### config.mk
export PLATFORM = sky130hd
export DESIGN_NAME = halt_gate_ctrl
export DESIGN_NICKNAME = d
export VERILOG_FILES = /design/src/rtl/hgc_pkg.sv /design/src/rtl/hgc_irq_gate.sv /design/src/rtl/hgc_state_seq.sv /design/src/rtl/halt_gate_ctrl.sv
export SDC_FILE = /design/constraint.sdc
export NUM_CORES = 1
export LEC_CHECK = 0
export BUFFER_PORTS_ARGS = -buffer_cell sky130_fd_sc_hd__buf_2
export CAP_MARGIN = 10
export CORE_AREA = 4 4 41 43
export DETAILED_ROUTE_END_ITERATION = 6
export DIE_AREA = 0 0 45 47
export PLACE_DENSITY = 0.62
export RECOVER_POWER = 100
export SYNTH_ARGS = -nofsm -noshare
export SYNTH_HDL_FRONTEND = slang
export SYNTH_SLANG_ARGS = --single-unit
### constraint.sdc
create_clock -name clk -period 2.5 [get_ports clk]
set_input_delay 0.25 -clock clk [delete_from_list [all_inputs] [get_ports clk]]
set_output_delay 0.25 -clock clk [all_outputs]
set_load 0.02 [all_outputs]
### src/rtl/hgc_pkg.sv
// Shared types for the halt and interrupt-gating controller.
// Assumes a 3-bit instruction class code supplied by the core's decoder.
package hgc_pkg;

    typedef enum logic [2:0] {
        IC_OTHER = 3'd0,
        IC_MASK  = 3'd1,
        IC_STOP  = 3'd2,
        IC_WAIT  = 3'd3,
        IC_DBG   = 3'd4,
        IC_NULL  = 3'd5
    } iclass_e;

    typedef enum logic [1:0] {
        ST_RUN  = 2'd0,
        ST_STOP = 2'd1,
        ST_WAIT = 2'd2,
        ST_DBG  = 2'd3
    } hstate_e;

endpackage

### src/rtl/hgc_irq_gate.sv
// Interrupt gate: compares the pending level against the mask and keeps the
// one-bit window that holds off acceptance after a mask-changing retire.
// Assumes retire is only meaningful while the core is running.
module hgc_irq_gate #(
    parameter int LVL_W = 3
) (
    input  logic             clk,
    input  logic             rst_n,
    input  logic             run,
    input  logic             dbg_active,
    input  logic             retire,
    input  logic             is_mask,
    input  logic             irq_req,
    input  logic [LVL_W-1:0] irq_level,
    input  logic [LVL_W-1:0] irq_mask,
    output logic             accept
);

    logic inhibit_q;
    logic mask_retire;
    logic above_mask;

    // Purpose: a mask change retiring right now already closes the gate.
    assign mask_retire = run && retire && is_mask;
    assign above_mask  = irq_level > irq_mask;

    // Purpose: final acceptance decision for this cycle.
    always_comb begin
        accept = irq_req && above_mask && !inhibit_q && !mask_retire && !dbg_active;
    end

    // Purpose: open the window on a mask-changing retire, close it on any other.
    always_ff @(posedge clk) begin
        if (!rst_n) begin
            inhibit_q <= 1'b0;
        end else if (run && retire) begin
            inhibit_q <= is_mask;
        end
    end

endmodule

### src/rtl/hgc_state_seq.sv
// Halt-state sequencer: running, stopped, waiting and debug. Steps on retired
// instruction classes while running, and leaves halt states on an accepted
// interrupt or on a debug exit. Assumes accept is already gated by the caller.
module hgc_state_seq
    import hgc_pkg::*;
(
    input  logic       clk,
    input  logic       rst_n,
    input  logic       retire,
    input  logic [2:0] iclass,
    input  logic       stop_en,
    input  logic       dbg_en,
    input  logic       dbg_exit,
    input  logic       accept,
    output logic       run,
    output logic       dbg_active,
    output logic       fetch_halt,
    output logic       clk_stop_req,
    output logic       illegal_trap
);

    hstate_e state_q;
    hstate_e state_d;

    // Purpose: next-state selection.
    always_comb begin
        state_d = state_q;
        unique case (state_q)
            ST_RUN: begin
                if (retire) begin
                    if (iclass == IC_STOP && stop_en) begin
                        state_d = ST_STOP;
                    end else if (iclass == IC_WAIT) begin
                        state_d = ST_WAIT;
                    end else if (iclass == IC_DBG && dbg_en) begin
                        state_d = ST_DBG;
                    end
                end
            end
            ST_STOP, ST_WAIT: begin
                if (accept) begin
                    state_d = ST_RUN;
                end
            end
            ST_DBG: begin
                if (dbg_exit) begin
                    state_d = ST_RUN;
                end
            end
            default: state_d = ST_RUN;
        endcase
    end

    // Purpose: state register with synchronous reset.
    always_ff @(posedge clk) begin
        if (!rst_n) begin
            state_q <= ST_RUN;
        end else begin
            state_q <= state_d;
        end
    end

    // Purpose: decode the state into control outputs.
    always_comb begin
        run          = (state_q == ST_RUN);
        dbg_active   = (state_q == ST_DBG);
        fetch_halt   = (state_q != ST_RUN);
        clk_stop_req = (state_q == ST_STOP);
        illegal_trap = (state_q == ST_RUN) && retire && (iclass == IC_DBG) && !dbg_en;
    end

endmodule

### src/rtl/halt_gate_ctrl.sv
// Top of the halt and interrupt-gating controller. Joins the interrupt gate
// and the halt-state sequencer. Assumes one retire strobe per instruction.
module halt_gate_ctrl
    import hgc_pkg::*;
#(
    parameter int LVL_W = 3
) (
    input  logic             clk,
    input  logic             rst_n,
    input  logic             retire,
    input  logic [2:0]       iclass,
    input  logic             stop_en,
    input  logic             dbg_en,
    input  logic             dbg_exit,
    input  logic             irq_req,
    input  logic [LVL_W-1:0] irq_level,
    input  logic [LVL_W-1:0] irq_mask,
    output logic             irq_accept,
    output logic             fetch_halt,
    output logic             clk_stop_req,
    output logic             dbg_mode,
    output logic             illegal_trap
);

    logic run;
    logic dbg_active;
    logic accept;
    logic is_mask;

    // Purpose: class decode for the gate.
    assign is_mask = (iclass == IC_MASK);

    hgc_irq_gate #(.LVL_W(LVL_W)) u_gate (
        .clk        (clk),
        .rst_n      (rst_n),
        .run        (run),
        .dbg_active (dbg_active),
        .retire     (retire),
        .is_mask    (is_mask),
        .irq_req    (irq_req),
        .irq_level  (irq_level),
        .irq_mask   (irq_mask),
        .accept     (accept)
    );

    hgc_state_seq u_seq (
        .clk          (clk),
        .rst_n        (rst_n),
        .retire       (retire),
        .iclass       (iclass),
        .stop_en      (stop_en),
        .dbg_en       (dbg_en),
        .dbg_exit     (dbg_exit),
        .accept       (accept),
        .run          (run),
        .dbg_active   (dbg_active),
        .fetch_halt   (fetch_halt),
        .clk_stop_req (clk_stop_req),
        .illegal_trap (illegal_trap)
    );

    assign irq_accept = accept;
    assign dbg_mode   = dbg_active;

endmodule

* After elaboration in Yosys (flattened, before gate mapping)
Cells that the tools add are included.
Cells by class: shifts and indexed selects 0, $mul 0, equal/unequal tests 11, multiplexer cells 7, add/subtract/negate cells 0, reduce and logical (&&, ||, !) cells 18, order comparisons 1, div/mod/pow operators 0, bitwise operators 0
Operators with widths (count):
- two-way mux 2 bit | 6
- logical AND 1 bit | 10
- equality test 3 x 2 -> 1 bit, second input constant | 2
- inequality test 2 bit, second input constant | 3
- case mux 2 bit (3 select lines) | 1
- equality test 2 bit, second input constant | 2
- zero test 1 bit | 4
- inequality test 4 x 1 -> 1 bit, second input constant | 1
- AND reduction 4 bit | 1
- equality test 3 x 1 -> 1 bit, second input constant | 1
- equality test 3 bit, second input constant | 1
- greater-than comparator 3 bit | 1
- equality test 2 x 1 -> 1 bit, second input constant | 1
- zero test 2 bit | 1
- nonzero test 2 bit | 1
- OR reduction 2 bit | 1
Storage, ports and cells: output and inout bits 5, ROM bits 0, memories 0, word-level logic and storage cells 39, memory bits (writable) 0, register bits after elaboration 3, latch bits 0

* Logic depth before layout (Yosys ltp)
depth after elaboration 8, gate-level depth with buffers 7, depth with buffers taken out 7

* Cells and area by module
From an unflattened synthesis, not the netlist that was laid out.
Second synthesis, totals: cell total of the unflattened synthesis 48, area, all modules 359.1 um^2
By module, submodules not included:
- hgc_state_seq | seq. area each 40.0 um^2, times used 1, area an instance 211.5 um^2, cells each 29
- hgc_irq_gate | seq. area each 20.0 um^2, times used 1, area an instance 135.1 um^2, cells each 18
- halt_gate_ctrl | seq. area each 0.0 um^2, times used 1, area an instance 12.5 um^2, cells each 1

* Worst setup path before layout
Ideal clock, no wire load.
path type reg-to-reg, from reg u_seq.state_q[0], to reg u_seq.state_q[1], library setup time 0.132 ns, path slack 0.784 ns, stages on the path, launching flop included 7, buffers on the path 0, arrival time 1.585 ns, cells stage by stage dfxtp_1 -> ha_1 -> nor3b_1 -> nand2_1 -> a211oi_2 -> o2111ai_2 -> mux2i_1
On the way: elaborated cells on any way between the ends 17, those cells by class eq/ne: 7; mux: 1; reduce/logical: 9
RTL lines:
- start: declaration | RTL line hgc_state_seq.sv:22 | hstate_e state_q;
- start signal: assignment | RTL line hgc_state_seq.sv:59 | state_q <= state_d;
- equality test 2 bit | RTL line hgc_state_seq.sv:66 | dbg_active = (state_q == ST_DBG);
- named net dbg_mode | RTL line halt_gate_ctrl.sv:21 | output logic dbg_mode,
- zero test 1 bit | RTL line hgc_irq_gate.sv:29 | accept = irq_req && above_mask && !inhibit_q && !mask_retire && !dbg_active;
- logical AND 1 bit | RTL line hgc_irq_gate.sv:29
- named net irq_accept | RTL line halt_gate_ctrl.sv:18 | output logic irq_accept,
- inequality test 2 bit (no source line)
- AND reduction 4 bit (no source line)
The timed path passes the listed nets, and every way through them passes these cells. A chain may end at the register's enable or synchronous reset.

* Worst setup path after layout
from reg u_seq.state_q[0], to out irq_accept
On the way: word-level cells in the longest chain between the ends 6, elaborated cells on any way between the ends 8, those cells by class eq/ne: 1; reduce/logical: 7
RTL lines:
- zero test 2 bit | RTL line hgc_state_seq.sv:65 | run = (state_q == ST_RUN);
- logical AND 1 bit (2 in a row) | RTL line hgc_irq_gate.sv:24 | assign mask_retire = run && retire && is_mask;
- zero test 1 bit | RTL line hgc_irq_gate.sv:29
- logical AND 1 bit | RTL line hgc_irq_gate.sv:29
- logical AND 1 bit (*) | RTL line hgc_irq_gate.sv:29
- end: declaration | RTL line halt_gate_ctrl.sv:18
Every way passes the cells marked *; elsewhere a longest branch is shown, timed or not.

==> out/results.ini <==
[floorplan]
pin_count=21
fp.dieH_um=47
core_area_mm2=0.001301
num_rows=13
start_util_pct=27.88
die_x_um=45
dieArea_mm2=0.002115

[worst_setup_path]
required_ns=2.25
cpPeakStageDelay_ns=0.49
crit_chain=inv_1 -> ha_1 -> nand2_1 -> nor4b_1 -> a211oi_2 -> clkbuf_1
path_class=reg -> out
critPathCaptureType=output port
arrival_ns=1.80
reg2regPathDepth=7
rr_endpoint=u_seq.state_q[1]$_SDFFE_PN0P_
cp.depth=6
r2r_start=u_seq.state_q[0]$_SDFFE_PN0P_
worstPathMaxFanout=6
start_kind=register
crit_slowest_cell=nor4b_1
crit_family=simple AND/OR/NAND/NOR gates
r2r_slack_ns=0.55
critPathBufInv=2

[clock_network]
clkTransAtPathRegs_ns=0.04
cts_root_buf=clkbuf_4
cts_made_buffers=3
cts_tree=built
holdBufCountCts=0
post_cts_resized=0
insertion_delay_ns=0.24
cts.sinks=3
cts_buffer_depth=2
post_cts_buffers=0
cts.htree.levels=1

[layout]
diodes=0
area_growth_pct=31.72
fin_nets=92
drive_above_1_share_pct=27.54

[synth]
ys_ff_latch=3
syn_inst=45
seq_area_frac_synth_pct=16.55
syn_nets=67
synth_warnings=0
netlist_area_um2=362.8
synth.avg_cell_area_um2=8.063
synth_top_family_by_area=simple AND/OR/NAND/NOR gates
synth-simple-area-share_pct=33.10
synthAdderAreaFrac_pct=20.69
synth-xor-area-share_pct=0
synth_compound_area_share_pct=14.83
synth_cell_types=21
synthMuxAreaShare_pct=5.517

[detailed_routing]
drt_pre_antenna_iters=4
wl_per_cell_um=10.02
drt_iter0_markers=2
totalWireLength_um=842
ant_nets=0
num_vias=375
remaining_drc_errors=0
vias_per_cell=4.464

[placement]
gp_congestion=0.7283
hpwl_um=732.5
port_buffers=20

[global_route]
grt_max_degree=7
grt_pass1_wl_um=1511
grt_usage_pct=10.09
grt-ovfl-total=0
grt_pass1_vias=403
antenna_found_initial=0

[timing]
fmax_mhz=488.5
slew_headroom_pct=63.61
hold_viol=0
worst_pin_slew_ns=0.5383
fin_crit_sh_pct=81.89
final.setup.tns_ns=0
whs_ns=0.2986
period_needed_ns=2.047
finClkSkew_ns=0.01039
rsz0062_at_grt=false
drv_slew=0
setup_viol_count_final=0

[hold_path]
min_to=u_gate.inhibit_q$_SDFFE_PN0P_
holdPathStages=2
min-delay-start=rst_n
hp-class=in -> reg

[power]
ir_worst_vdd_v=0.0002498
powerDensity_mw_per_mm2=719.9
leakagePower_uw=0.0002494

[flow_run]
maxCapViolCount=0

[run_status]
status=finished, final reports clean

[area by class of cell]
cell class / instances / area, um^2
flip-flops and latches: 3 / 60.06
repair buffers: 20 / 93.84
clock buffers: 4 / 26.28
fillers: 154 / 823.3
inverters: 9 / 33.78
well taps: 15 / 18.77
multi-input cells: 33 / 245.2
[how the worst max path moves through the flow]
stage,endpoint,slack [ns],start
6_report,irq_accept,0.45,u_seq.state_q[0]$_SDFFE_PN0P_
5_1_grt,irq_accept,0.31,u_seq.state_q[0]$_SDFFE_PN0P_
2_1_floorplan,u_seq.state_q[1]$_SDFFE_PN0P_,0.78,u_seq.state_q[0]$_SDFFE_PN0P_
3_3_place_gp,u_seq.state_q[1]$_SDFFE_PN0P_,0.91,u_seq.state_q[1]$_SDFFE_PN0P_
3_5_place_dp,u_seq.state_q[1]$_SDFFE_PN0P_,0.87,u_seq.state_q[1]$_SDFFE_PN0P_
4_1_cts,irq_accept,0.65,u_seq.state_q[0]$_SDFFE_PN0P_
[routing by layer]
layer / up-vias / GRT usage [%] / part of all wire, %
met2: 19 / 15.82 / 40
li1: 199 / - / -
met1: 154 / 10.86 / 45
met3: 3 / 3.448 / 12
met4: 0 / 8.772 / 3.0
met5: - / 0 / 0
[state kept, by name, indices dropped and copies added (netlist names)]
name	cells
u_gate.inhibit_q	1
u_seq.state_q	2
[stage by stage]
stage	setup slack, ns	util [%]	area [um^2]	instances	total power (uW)
after floorplan	0.7837	-	362.8	45	226.8
after global placement	0.9119	37.02	481.7	80	275.6
after detailed placement	0.8735	37.02	481.7	80	280.1
after CTS	0.6513	39.04	508.0	84	374.3
after global routing	0.3132	36.73	478.0	84	382.5
final	0.4527	36.73	478.0	84	344.1
[placed cells by master (no fill, tap or decap), drive strengths merged, types with 2 or more instances in the layout]
| cell type | instances |
|---|---|
| clkbuf | 9 |
| nand2b | 2 |
| nor2b | 2 |
| ha | 6 |
| inv | 9 |
| nor2 | 2 |
| nand3 | 3 |
| buf | 15 |
| mux2i | 2 |
| nand2 | 5 |
| dfxtp | 3 |
[cell families after synthesis]
group / Yosys count
AOI/OAI and AO/OA: 6
adders and majority gates: 6
buffers and inverters: 9
DFF: 3
muxes: 2
and+or+nand+nor: 19
[power by group]
part           internal (uW)  switching, uW
sequential              62.1           13.0
clock                   60.2           30.6
combinational           73.7            104
[synth_stat cells (all sizes together)]
cell | instances | area share, %
inv | 9 | 9.3
o211ai | 1 | 2.1
nor3 | 1 | 1.4
o21ai | 1 | 1.4
o311ai | 1 | 2.4
nor4b | 1 | 6.6
nor3b | 1 | 2.1
ha | 6 | 21
nand2b | 2 | 3.4
nand3b | 1 | 2.1
a211oi | 1 | 3.4
nor2 | 2 | 2.1
nor2b | 2 | 3.4
nand2 | 5 | 5.9
or2b | 1 | 2.1
nand3 | 3 | 4.1
mux2i | 2 | 5.5
a21oi | 1 | 1.4
dfxtp | 3 | 17
o2111ai | 1 | 4.1
Note: power is estimated with default switching activity, not from simulation.
